## config.mk

```make
export PLATFORM = sky130hd
export DESIGN_NAME = intc_levelack
export DESIGN_NICKNAME = d
export VERILOG_FILES = /design/src/rtl/intc_pkg.sv /design/src/rtl/intc_src_sync.sv /design/src/rtl/intc_src_regs.sv /design/src/rtl/intc_level_track.sv /design/src/rtl/intc_arbiter.sv /design/src/rtl/intc_levelack.sv
export SDC_FILE = /design/constraint.sdc
export NUM_CORES = 1
export LEC_CHECK = 0
export CORE_MARGIN = 2
export CORE_UTILIZATION = 40
export CTS_CLUSTER_DIAMETER = 40
export DETAILED_ROUTE_END_ITERATION = 16
export SYNTH_ARGS = -nofsm -noshare
export SYNTH_HDL_FRONTEND = slang
export SYNTH_HIERARCHICAL = 1
export SYNTH_SLANG_ARGS = --single-unit
```

## constraint.sdc

```tcl
create_clock -name clk -period 146.9 [get_ports clk]
set_input_delay 36.725 -clock clk [delete_from_list [all_inputs] [get_ports clk]]
set_output_delay 36.725 -clock clk [all_outputs]
set_load 0.02 [all_outputs]
```

## src/rtl/intc_pkg.sv

```systemverilog
package intc_pkg;

   // Width of the reported vector number and the reserved no-source code
   localparam int                VEC_W    = 7;
   localparam logic [VEC_W-1:0]  VEC_NONE = 7'h7F;

   // Bit position of the enable flag inside a source word
   localparam int                ENA_BIT  = 4;

   // Control-area register slots (address bits [5:4] inside the area)
   localparam logic [1:0]        CTL_STATUS = 2'd0;
   localparam logic [1:0]        CTL_VECTOR = 2'd1;
   localparam logic [1:0]        CTL_LVLACK = 2'd2;

   // Kind of access to a source word, decoded from address bits [3:2]
   typedef enum logic [1:0] {
      ACC_WRITE = 2'd0,
      ACC_SET   = 2'd1,
      ACC_CLR   = 2'd2,
      ACC_NONE  = 2'd3
   } acc_e;

endpackage

```

## src/rtl/intc_src_sync.sv

```systemverilog
module intc_src_sync #(
   parameter int N_SRC  = 64,
   parameter int STAGES = 2
) (
   input  logic             clk,
   input  logic             rst_n,
   input  logic [N_SRC-1:0] raw,
   output logic [N_SRC-1:0] synced
);

   generate
      if (STAGES == 0) begin : g_bypass
         assign synced = raw;
      end else begin : g_chain
         logic [N_SRC-1:0] stage_q [STAGES];
         for (genvar s = 0; s < STAGES; s++) begin : g_stage
            if (s == 0) begin : g_first
               always_ff @(posedge clk or negedge rst_n) begin
                  if (!rst_n) stage_q[s] <= '0;
                  else        stage_q[s] <= raw;
               end
            end else begin : g_next
               always_ff @(posedge clk or negedge rst_n) begin
                  if (!rst_n) stage_q[s] <= '0;
                  else        stage_q[s] <= stage_q[s-1];
               end
            end
         end
         assign synced = stage_q[STAGES-1];
      end
   endgenerate

endmodule

```

## src/rtl/intc_src_regs.sv

```systemverilog
module intc_src_regs
   import intc_pkg::*;
#(
   parameter int N_SRC  = 64,
   parameter int PRIO_W = 2,
   localparam int IDX_W = $clog2(N_SRC)
) (
   input  logic                          clk,
   input  logic                          rst_n,
   input  logic                          wr_en,
   input  logic [IDX_W-1:0]              wr_idx,
   input  acc_e                          wr_acc,
   input  logic [31:0]                   wr_data,
   input  logic [IDX_W-1:0]              rd_idx,
   output logic [N_SRC-1:0]              en_vec,
   output logic [N_SRC-1:0][PRIO_W-1:0]  prio_vec,
   output logic [31:0]                   rd_word
);

   generate
      for (genvar i = 0; i < N_SRC; i++) begin : g_src
         logic              en_r;
         logic [PRIO_W-1:0] prio_r;
         logic              hit;

         assign hit = wr_en && (wr_idx == IDX_W'(i));

         always_ff @(posedge clk or negedge rst_n) begin
            if (!rst_n) begin
               en_r   <= 1'b0;
               prio_r <= '0;
            end else if (hit) begin
               unique case (wr_acc)
                  ACC_WRITE: begin
                     en_r   <= wr_data[ENA_BIT];
                     prio_r <= wr_data[PRIO_W-1:0];
                  end
                  ACC_SET: begin
                     en_r   <= en_r | wr_data[ENA_BIT];
                     prio_r <= prio_r | wr_data[PRIO_W-1:0];
                  end
                  ACC_CLR: begin
                     en_r   <= en_r & ~wr_data[ENA_BIT];
                     prio_r <= prio_r & ~wr_data[PRIO_W-1:0];
                  end
                  default: begin
                     en_r   <= en_r;
                     prio_r <= prio_r;
                  end
               endcase
            end
         end

         assign en_vec[i]   = en_r;
         assign prio_vec[i] = prio_r;
      end
   endgenerate

   always_comb begin
      rd_word                = '0;
      rd_word[ENA_BIT]       = en_vec[rd_idx];
      rd_word[PRIO_W-1:0]    = prio_vec[rd_idx];
   end

endmodule

```

## src/rtl/intc_level_track.sv

```systemverilog
module intc_level_track #(
   parameter int N_PRIO = 4,
   localparam int PRIO_W = $clog2(N_PRIO)
) (
   input  logic              clk,
   input  logic              rst_n,
   input  logic              mark,
   input  logic [PRIO_W-1:0] mark_lvl,
   input  logic              ack_wr,
   input  logic [N_PRIO-1:0] ack_mask,
   output logic [N_PRIO-1:0] in_service,
   output logic [N_PRIO-1:0] blocked
);

   logic [N_PRIO-1:0] mark_hot;

   assign mark_hot = mark ? (N_PRIO'(1) << mark_lvl) : '0;

   always_ff @(posedge clk or negedge rst_n) begin
      if (!rst_n)      in_service <= '0;
      else if (ack_wr) in_service <= in_service & ~ack_mask;
      else             in_service <= in_service | mark_hot;
   end

   // A level is blocked when it or any level above it is in service
   generate
      for (genvar l = 0; l < N_PRIO; l++) begin : g_blk
         assign blocked[l] = |(in_service >> l);
      end
   endgenerate

endmodule

```

## src/rtl/intc_arbiter.sv

```systemverilog
module intc_arbiter #(
   parameter int N_SRC  = 64,
   parameter int N_PRIO = 4,
   localparam int IDX_W  = $clog2(N_SRC),
   localparam int PRIO_W = $clog2(N_PRIO)
) (
   input  logic                          clk,
   input  logic                          rst_n,
   input  logic [N_SRC-1:0]              req,
   input  logic [N_SRC-1:0]              en,
   input  logic [N_SRC-1:0][PRIO_W-1:0]  prio,
   input  logic [N_PRIO-1:0]             blocked,
   output logic                          sel_valid,
   output logic [IDX_W-1:0]              sel_id,
   output logic [PRIO_W-1:0]             sel_prio
);

   logic [N_SRC-1:0]  elig;
   logic              found;
   logic [IDX_W-1:0]  best_id;
   logic [PRIO_W-1:0] best_p;

   generate
      for (genvar i = 0; i < N_SRC; i++) begin : g_elig
         assign elig[i] = req[i] & en[i] & ~blocked[prio[i]];
      end
   endgenerate

   // Strictly-greater update keeps the lowest index among equal priorities
   always_comb begin
      found   = 1'b0;
      best_id = '0;
      best_p  = '0;
      for (int i = 0; i < N_SRC; i++) begin
         if (elig[i] && (!found || (prio[i] > best_p))) begin
            found   = 1'b1;
            best_id = IDX_W'(i);
            best_p  = prio[i];
         end
      end
   end

   always_ff @(posedge clk or negedge rst_n) begin
      if (!rst_n) begin
         sel_valid <= 1'b0;
         sel_id    <= '0;
         sel_prio  <= '0;
      end else begin
         sel_valid <= found;
         sel_id    <= best_id;
         sel_prio  <= best_p;
      end
   end

endmodule

```

## src/rtl/intc_levelack.sv

```systemverilog
module intc_levelack
   import intc_pkg::*;
#(
   parameter int N_SRC       = 64,
   parameter int N_PRIO      = 4,
   parameter int SYNC_STAGES = 2,
   localparam int IDX_W  = $clog2(N_SRC),
   localparam int PRIO_W = $clog2(N_PRIO),
   localparam int AW     = IDX_W + 5
) (
   input  logic             clk,
   input  logic             rst_n,
   input  logic             bus_wr,
   input  logic [AW-1:0]    bus_addr,
   input  logic [31:0]      bus_wdata,
   output logic [31:0]      bus_rdata,
   input  logic [N_SRC-1:0] irq_lines,
   output logic             irq_out
);

   generate
      if (N_SRC < 2 || N_SRC > 127 || (1 << IDX_W) != N_SRC) begin : g_bad_src
         $error("N_SRC must be a power of two between 2 and 64");
      end
      if (N_PRIO < 2 || N_PRIO > 16 || (1 << PRIO_W) != N_PRIO) begin : g_bad_prio
         $error("N_PRIO must be a power of two between 2 and 16");
      end
      if (SYNC_STAGES > 4) begin : g_bad_sync
         $error("SYNC_STAGES must not exceed 4");
      end
   endgenerate

   // Address decode
   logic              ctl_area;
   logic              ctl_hit;
   logic [1:0]        ctl_slot;
   logic [IDX_W-1:0]  src_idx;
   acc_e              src_acc;
   logic              src_wr;
   logic              vec_wr;
   logic              ack_wr;

   assign ctl_area = bus_addr[AW-1];
   assign ctl_slot = bus_addr[5:4];
   assign ctl_hit  = ctl_area && (bus_addr[3:0] == 4'd0) &&
                     (bus_addr[AW-2:6] == '0);
   assign src_idx  = bus_addr[AW-2:4];
   assign src_acc  = acc_e'(bus_addr[3:2]);
   assign src_wr   = bus_wr && !ctl_area && (src_acc != ACC_NONE);
   assign vec_wr   = bus_wr && ctl_hit && (ctl_slot == CTL_VECTOR);
   assign ack_wr   = bus_wr && ctl_hit && (ctl_slot == CTL_LVLACK);

   // Datapath
   logic [N_SRC-1:0]              lines_s;
   logic [N_SRC-1:0]              en_vec;
   logic [N_SRC-1:0][PRIO_W-1:0]  prio_vec;
   logic [31:0]                   src_word;
   logic [N_PRIO-1:0]             in_service;
   logic [N_PRIO-1:0]             blocked;
   logic                          sel_valid;
   logic [IDX_W-1:0]              sel_id;
   logic [PRIO_W-1:0]             sel_prio;
   logic                          live;

   intc_src_sync #(.N_SRC(N_SRC), .STAGES(SYNC_STAGES)) sync_i (
      .clk    (clk),
      .rst_n  (rst_n),
      .raw    (irq_lines),
      .synced (lines_s)
   );

   intc_src_regs #(.N_SRC(N_SRC), .PRIO_W(PRIO_W)) regs_i (
      .clk      (clk),
      .rst_n    (rst_n),
      .wr_en    (src_wr),
      .wr_idx   (src_idx),
      .wr_acc   (src_acc),
      .wr_data  (bus_wdata),
      .rd_idx   (src_idx),
      .en_vec   (en_vec),
      .prio_vec (prio_vec),
      .rd_word  (src_word)
   );

   intc_arbiter #(.N_SRC(N_SRC), .N_PRIO(N_PRIO)) arb_i (
      .clk       (clk),
      .rst_n     (rst_n),
      .req       (lines_s),
      .en        (en_vec),
      .prio      (prio_vec),
      .blocked   (blocked),
      .sel_valid (sel_valid),
      .sel_id    (sel_id),
      .sel_prio  (sel_prio)
   );

   // A registered pick is live only while its level is not blocked now
   assign live    = sel_valid && !blocked[sel_prio];
   assign irq_out = live;

   intc_level_track #(.N_PRIO(N_PRIO)) lvl_i (
      .clk        (clk),
      .rst_n      (rst_n),
      .mark       (vec_wr && live),
      .mark_lvl   (sel_prio),
      .ack_wr     (ack_wr),
      .ack_mask   (bus_wdata[N_PRIO-1:0]),
      .in_service (in_service),
      .blocked    (blocked)
   );

   // Read mux
   always_comb begin
      bus_rdata = '0;
      if (ctl_area) begin
         if (ctl_hit && (ctl_slot == CTL_STATUS))
            bus_rdata[VEC_W-1:0] = live ? VEC_W'(sel_id) : VEC_NONE;
      end else if (src_acc != ACC_NONE) begin
         bus_rdata = src_word;
      end
   end

endmodule

```

[Word-level counts from Yosys, hierarchy flattened]
Index checks and enable logic that the tools add are counted.
Word-level totals
  flip-flop bits (word level): 333
  bits of input ports: 110
  logic and storage cells: 1583
  output and inout port bits: 33
Operators by class
  reductions and logical operators: 338
  shift operators: 1
  equality and inequality tests: 68
  muxes and demuxes: 460
  bitwise logic cells: 453
  order comparisons: 129
Operator list (count)
  2-bit one-hot mux with 3 select lines: 64
  2-bit by 3-bit less-than comparator with 1-bit output, second input constant: 65
  1-bit AND: 192
  6-bit equality test, second input constant: 32
  6-bit 2-to-1 mux: 32
  1-bit one-hot mux with 3 select lines: 64
  1-bit logical AND: 137
  2-bit 2-to-1 mux: 67
  1-bit 2-to-1 mux: 131
  1-bit binary-select mux with 2-bit select: 65
  2-bit AND: 64
  2-bit bitwise OR: 64
  2-bit AND reduction: 64
  2-bit greater-than comparator: 63
  6-bit by 5-bit equality test with 1-bit output, second input constant: 16
  5-bit 2-to-1 mux: 17
  1-bit logical NOT: 65
  1-bit inverter: 65
  1-bit bitwise OR: 64
  1-bit logical OR: 63
  6-bit by 4-bit equality test with 1-bit output, second input constant: 8
  4-bit 2-to-1 mux: 10
  25-bit 2-to-1 mux: 1
  6-bit by 3-bit equality test with 1-bit output, second input constant: 4
  22 further kinds: 32

[Depth between registers and ports, before layout]
Gate-level depths: netlist of run 1.
  word-level depth: 258
  mapped depth: 441
  gate-level depth less buffers: 440

[By module]
The synthesis of run 1 kept the hierarchy.
By module, submodules not included
  intc_arbiter: sequential area each 225.2 µm², cells each 1491, instances 1, area an instance 9994.6 µm²
  intc_src_regs: sequential area each 4804.6 µm², cells each 984, instances 1, area an instance 9880.7 µm²
  intc_src_sync: sequential area each 3203.1 µm², cells each 192, instances 1, area an instance 3683.5 µm²
  intc_levelack: sequential area each 0.0 µm², cells each 70, instances 1, area an instance 460.4 µm²
  intc_level_track: sequential area each 100.1 µm², cells each 20, instances 1, area an instance 207.7 µm²

[Worst setup path after synthesis of run 1]
Ideal clock, no wire load.
  path type: reg-to-reg
  start: register lvl_i.in_service[2]
  end: register arb_i.sel_id[4]
  library setup time: 0.127 ns
  stages on the path, launching flop included: 419
  arrival time: 76.481 ns
  clock period less this slack: 76.608 ns
  path buffers: 1
  required time: 146.773 ns
  setup slack: 70.292 ns
  path through: dfrtp_1 > or3_4 > or2_1 > buf_2 > mux2_2 > o22ai_2 > and2_1 > ha_1 > nand2_1 > o21ai_0 > a211o_1 > a21o_1 > ha_1 > nor2b_1 > o21ai_0 > o21ai_1 > a221oi_2 > o21bai_1 > [... 383 more ...] > o21ai_0 > a21o_1 > nand2_1 > o311ai_1 > inv_1 > nand2_1 > ha_1 > nor2b_1 > o21ai_0 > a21o_1 > mux2_2 > ha_1 > nor2b_1 > o21ai_0 > a21o_1 > and2_1 > nand4_1 > or2_2
Between the ends
  cells in the longest elaborated chain, start to end: 258
  elaborated cells between the ends (all ways): 685
  classes of those cells: order compare (63); mux (302); bitwise (128); reduce/logical (192)
Ends and longest elaborated chain
  from (decl): line intc_level_track.sv:11  | output logic [N_PRIO-1:0] in_service,
  from (signal assigned): line intc_level_track.sv:21  | else if (ack_wr) in_service <= in_service & ~ack_mask;
  from (signal assigned): line intc_level_track.sv:22  | else in_service <= in_service | mark_hot;
  3-bit OR reduction (*): line intc_level_track.sv:28  | assign blocked[l] = |(in_service >> l);
  via blocked[1]: line intc_levelack.sv:59  | logic [N_PRIO-1:0] blocked;
  1-bit binary-select mux with 2-bit select: line intc_arbiter.sv:25  | assign elig[i] = req[i] & en[i] & ~blocked[prio[i]];
  1-bit 2-to-1 mux (not written as such): line intc_arbiter.sv:25
  1-bit inverter: line intc_arbiter.sv:25
  1-bit AND: line intc_arbiter.sv:25
  2-bit 2-to-1 mux / 1-bit 2-to-1 mux (equally long branches): line intc_arbiter.sv:35  | if (elig[i] && (!found || (prio[i] > best_p))) begin
  2-bit greater-than comparator / 1-bit logical NOT (equally long branches): line intc_arbiter.sv:35
  [... 244 more ...]
  1-bit logical OR: line intc_arbiter.sv:35
  1-bit logical AND: line intc_arbiter.sv:35
  2-bit 2-to-1 mux / 1-bit 2-to-1 mux (equally long branches): line intc_arbiter.sv:35
  2-bit greater-than comparator / 1-bit logical NOT (equally long branches): line intc_arbiter.sv:35
  1-bit logical OR: line intc_arbiter.sv:35
  1-bit logical AND: line intc_arbiter.sv:35
  6-bit 2-to-1 mux (*): line intc_arbiter.sv:35
  via arb_i.best_id[4]: line intc_arbiter.sv:20  | logic [IDX_W-1:0] best_id;
  to (signal assigned): line intc_arbiter.sv:50  | sel_id <= best_id;
  to (decl): line intc_arbiter.sv:14  | output logic [IDX_W-1:0] sel_id,
Mark *: on every way through the listed nets, which the timed path passes. The rest lies on a longest branch. The select of a mux whose other input is x is not followed.
A chain may end at the register's enable or synchronous reset.

[Final worst setup path of run 1]
  start: register lvl_i.in_service[3]
  end: register arb_i.sel_id[4]
The elaborated chain is that of the path after synthesis.

==> results of run 1 <==
==> per-layer routing <==
layer,up-vias,GRT usage (%),routed length [um]
li1,9878,-,-
met1,10480,33.35,34250
met2,922,37.53,34210
met3,153,3.699,5526
met4,0,7.596,2140
met5,-,0,0
==> power groups by stage <==
stage | clock (mW) | sequential, mW | combinational, mW
after floorplan | 0 | 0.103 | 0.0777
after global placement | 0 | 0.106 | 0.0979
after detailed placement | 0 | 0.107 | 0.100
after CTS | 0.137 | 0.105 | 0.101
after global routing | 0.141 | 0.106 | 0.114
final | 0.134 | 0.105 | 0.102
==> stage by stage <==
step           power [mW]  util, %  cell area [um2]  std cells
4_1_cts            0.3427    44.24            26600       3519
3_5_place_dp       0.2066    41.00            24650       3411
5_1_grt            0.3609    44.24            26600       3520
2_1_floorplan      0.1809        -            24320       2784
3_3_place_gp       0.2042    41.00            24650       3411
6_report           0.3421    44.24            26600       3520
==> final cells by class <==
cell class	instances	area, um2
diodes	1	2.502
clock buffers	69	1533
clock inverters	39	416.7
fillers	5822	33530
inverters	113	424.2
multi-input cells	2078	13920
flip-flops and latches	333	8334
well taps	782	978.4
repair buffers	105	998.5
==> worst max-delay path, delay by kind of cell (launching register included) <==
family                     cells  cell delay [ns]
AOI/OAI and AO/OA            178            40.74
adders and majority gates     66            17.95
buffers and inverters          8             0.84
DFF                            1             0.38
muxes                         19             6.62
and+or+nand+nor              150            23.02
==> how the worst max path moves through the flow <==
stage	startpoint	cells after the start	end
2_1_floorplan	lvl_i/in_service[2]$_DFF_PN0_	418	arb_i/sel_id[4]$_DFF_PN0_
3_3_place_gp	lvl_i/in_service[3]$_DFF_PN0_	422	arb_i/sel_id[4]$_DFF_PN0_
3_5_place_dp	lvl_i/in_service[3]$_DFF_PN0_	419	arb_i/sel_id[4]$_DFF_PN0_
4_1_cts	lvl_i/in_service[3]$_DFF_PN0_	419	arb_i/sel_id[4]$_DFF_PN0_
5_1_grt	lvl_i/in_service[3]$_DFF_PN0_	424	arb_i/sel_id[4]$_DFF_PN0_
6_report	lvl_i/in_service[3]$_DFF_PN0_	421	arb_i/sel_id[4]$_DFF_PN0_
==> state kept, by name, summed over array words and instances (netlist names) <==
name                    count
regs_i/g_src.prio_r       128
regs_i/g_src.en_r          64
sync_i/synced              64
arb_i/sel_id                6
arb_i/sel_prio              2
lvl_i/in_service            4
arb_i/sel_valid             1
sync_i/g_chain.stage_q     64
==> impl_metrics.tcl, run 1 <==
set metrics [dict create \
    status "completed" \
    cts_made_buffers 58 \
    arrival_ns 90.35 \
    cts_tree "built" \
    layout-drive-gt1-share_pct 12.13 \
    clk_pin_slew_worst_paths_ns 0.05 \
    place_ws_ns 58.57 \
    fmax_mhz 11.13 \
    setup_violations 0 \
    ir_drop_mv 0.009217 \
    num_rows 90 \
    pwr-share-clk_pct 39.3 \
    grt_overflow_total 0 \
    syn_inst 2756 \
    start_util_pct 40.28 \
    core_um2 60130 \
    ys.warnings.count 6 \
    p_leak_nw 11.31 \
    powerDensity_nw_per_um2 12.86 \
    cp_slowest_cell "o311ai_0" \
    crit_path_end_kind "flop" \
    first_pass_iters 5 \
    setup_tns_ns 0 \
    grt_pass1_vias 20560 \
    place.gp.congestion 0.9317 \
    worstPathRequired_ns 147.41 \
    routed_via_density 6.088 \
    clock_sinks 333 \
    netSwitchingFraction_pct 35.39 \
    drt_iter0_drc 2210 \
    critPathMaxFanout 43 \
    grt_usage_pct 23.74 \
    synth_area_per_cell_um2 8.788 \
    io_buffers 90 \
    finalHoldWorstSlack_ns 0.3443 \
    ant_nets 0 \
    cpPeakStageDelay_ns 1.04 \
    reg2reg_depth 421 \
    pwr-share-comb_pct 30.0 \
    antenna_found_initial 1 \
    clockBufferDepth 3 \
    cts_hold_buf 0 \
    die_w_um 250.1 \
    rsz0062_at_grt "false" \
    p_seq_share_pct 30.8 \
    layout_min_cycle_time_ns 89.85 \
    r2r_end "arb_i/sel_id[4]$_DFF_PN0_" \
    ioPinCount 143 \
    hold_viol 0 \
    grt_max_degree 83 \
    relSlewSlack_pct 12.64 \
    cts_resized 0 \
    hpwl_um 51710 \
    p_int_mw 0.2210 \
    holdCritStartpoint "sync_i/g_chain.stage_q[111]$_DFF_PN0_" \
    htree_levels 2 \
    area_growth_pct 9.847 \
    r2r-start "lvl_i/in_service[3]$_DFF_PN0_" \
    final_cell_mix "a21oi_1, dfrtp_1, nor2_1, nand2_1, inv_1" \
    grt_pass1_wl_um 118400 \
    final.setup_skew_ns 0.01986 \
    maxCapViolations 0 \
    avgRoutedWirePerCell_um 21.63 \
    final_common_cell "a21oi_1" \
    p_sw_mw 0.1210 \
    fp.dieH_um 250.1 \
    r2r_slack_ns 57.05 \
    holdPathStages 0 \
    drv_slew 0 \
    hp-class "flop to flop" \
    syn_area_um2 24220 \
    insertion_delay_ns 0.64 \
    worst_pin_slew_ns 1.294 \
    worst_slack_ns 57.05 \
    critical_path.startpoint_type "flop" \
    crit_top_cell "nor2_1" \
    via_count 21430 \
    critical_path_class "flop to flop" \
    cts_setup_buffers 0 \
    post-route-period-util_pct 61.16 \
    drcViolationCount 0 \
    drt_wl_total_um 76120 \
    min_delay_worst_endpoint "sync_i/synced[47]$_DFF_PN0_" \
    cts_root_buf "clkbuf_16" \
    layout.nets 2873 \
    dieArea_um2 62530 \
]
Power figures use the tool's default switching activity.
==> run 2, diff against run 1 <==
==> constraint.sdc (replaced) <==
create_clock -name clk -period 87.7 [get_ports clk]
set_input_delay 21.925 -clock clk [delete_from_list [all_inputs] [get_ports clk]]
set_output_delay 21.925 -clock clk [all_outputs]
set_load 0.02 [all_outputs]
==> impl_metrics.tcl, run 2 (synthesized netlist as in run 1, its figures left out) <==
set metrics [dict create \
    ir_drop_mv 0.01498 \
    setup_tns_ns 0 \
    io_buffers 90 \
    cp_slowest_cell "a2111o_1" \
    p_leak_nw 11.66 \
    core_um2 60130 \
    place_inst 3414 \
    relSlewSlack_pct 26.15 \
    status "completed" \
    multiInputGateArea_um2 14480 \
    fmax_mhz 12.10 \
    arrival_ns 83.18 \
    largest_reg_flops 128 \
    drt_wl_total_um 77450 \
    die_w_um 250.1 \
    post-route-period-util_pct 94.25 \
    final_common_cell "a21oi_1" \
    grt_max_degree 80 \
    crit_top_cell "ha_1" \
    grt_pass1_vias 20800 \
    first_pass_iters 6 \
    critPathMaxFanout 37 \
    final_cell_mix "a21oi_1, dfrtp_1, nand2_1, nor2_1, inv_1" \
    hp-class "flop to flop" \
    routed_via_density 6.108 \
    worstPathRequired_ns 88.22 \
    worst_pin_slew_ns 1.108 \
    layout-drive-gt1-share_pct 16.66 \
    grt_overflow_total 0 \
    insertion_delay_ns 0.64 \
    regMostFlops "regs_i/g_src.prio_r" \
    grt_usage_pct 23.80 \
    place.gp.congestion 0.9303 \
    layout.nets 2913 \
    maxCapViolations 0 \
    layout_min_cycle_time_ns 82.66 \
    powerDensity_nw_per_um2 22.18 \
    ant_nets 0 \
    antenna_found_initial 1 \
    cts_tree "built" \
    fillers 5752 \
    regArea_um2 8334 \
    htree_levels 2 \
    hold_viol 0 \
    critical_path_class "flop to flop" \
    drv_slew 0 \
    setup_violations 0 \
    via_count 21760 \
    critical_path.startpoint_type "flop" \
    dieArea_um2 62530 \
    cts_root_buf "clkbuf_16" \
    start_util_pct 40.28 \
    ioPinCount 143 \
    p_total_mw 0.6140 \
    num_rows 90 \
    crit_path_end_kind "flop" \
    final_area_um2 27680 \
    stdcell_count 3562 \
    grt_pass1_wl_um 118600 \
    post_dp_cell_area_um2 24670 \
    area_growth_pct 14.28 \
    clk_pin_slew_worst_paths_ns 0.06 \
    cpPeakStageDelay_ns 0.46 \
    hpwl_um 51580 \
    clock_sinks 333 \
    avgRoutedWirePerCell_um 21.74 \
    clockBufferDepth 3 \
    final.setup_skew_ns 0.01920 \
    drt_iter0_drc 2075 \
    fp.dieH_um 250.1 \
    drcViolationCount 0 \
    cts_made_buffers 60 \
    fin_util_pct 46.03 \
]
run 2: metrics by stage:
stage	hold slack, ns	setup WS, ns
floorplan	0.3312	11.09
global placement	0.3332	2.125
detailed placement	0.3347	0.2947
CTS	0.3418	0.08112
global route	0.3486	-0.8496
finish	0.3354	5.040
run 2: worst paths after layout:
path / depth (start not counted) / slack, ns / to / startpoint
setup / recovery: 427 / 5.04 / arb_i/sel_id[5]$_DFF_PN0_ / lvl_i/in_service[3]$_DFF_PN0_
hold / removal: 0 / 0.34 / sync_i/synced[11]$_DFF_PN0_ / sync_i/g_chain.stage_q[75]$_DFF_PN0_
setup reg to reg: 427 / 5.04 / arb_i/sel_id[5]$_DFF_PN0_ / lvl_i/in_service[3]$_DFF_PN0_
hold reg to reg: 0 / 0.34 / sync_i/synced[11]$_DFF_PN0_ / sync_i/g_chain.stage_q[75]$_DFF_PN0_
max in group asynchronous: 4 / 63.58 / sync_i/g_chain.stage_q[112]$_DFF_PN0_ / rst_n
min in group asynchronous: 1 / 21.28 / sync_i/synced[12]$_DFF_PN0_ / rst_n
run 2: cell type report:
type	count	share of cell area, %
antenna	1	0.009041
clock buffer	69	5.691
timing repair buffer	143	4.651
clock inverter	43	2.165
multi-input combinational	2078	52.31
tap	782	3.535
inverter	113	1.532
sequential	333	30.11
run 2: per-layer routing:
| layer | track usage, % | vias up | routed length [um] |
|---|---|---|---|
| met5 | 0 | - | 0 |
| met4 | 9.358 | 0 | 2886 |
| met3 | 3.533 | 168 | 5334 |
| met2 | 37.56 | 968 | 35060 |
| met1 | 32.90 | 10680 | 34160 |
| li1 | - | 9947 | - |
run 2: what timing repair did:
action,CTS,global route
pin swaps,0,22
endpoints found under the setup margin,2,8
gates resized for setup,1,125
hold buffers,0,0
buffers inserted,0,35
run 2: power breakdown:
group	internal, mW	total (mW)	switching, mW
registers	0.164	0.176	0.0127
logic	0.0744	0.187	0.113
clock network	0.163	0.251	0.0878
total	0.401	0.614	0.213
run 2: critical path: cells and delay by family, from the launching register on:
family          cells  cell delay, ns
simple gates      155           23.34
fa+ha+maj          66           18.55
buf+inv            10            1.13
mux                19            6.14
compound gates    177           32.93
flops               1            0.41
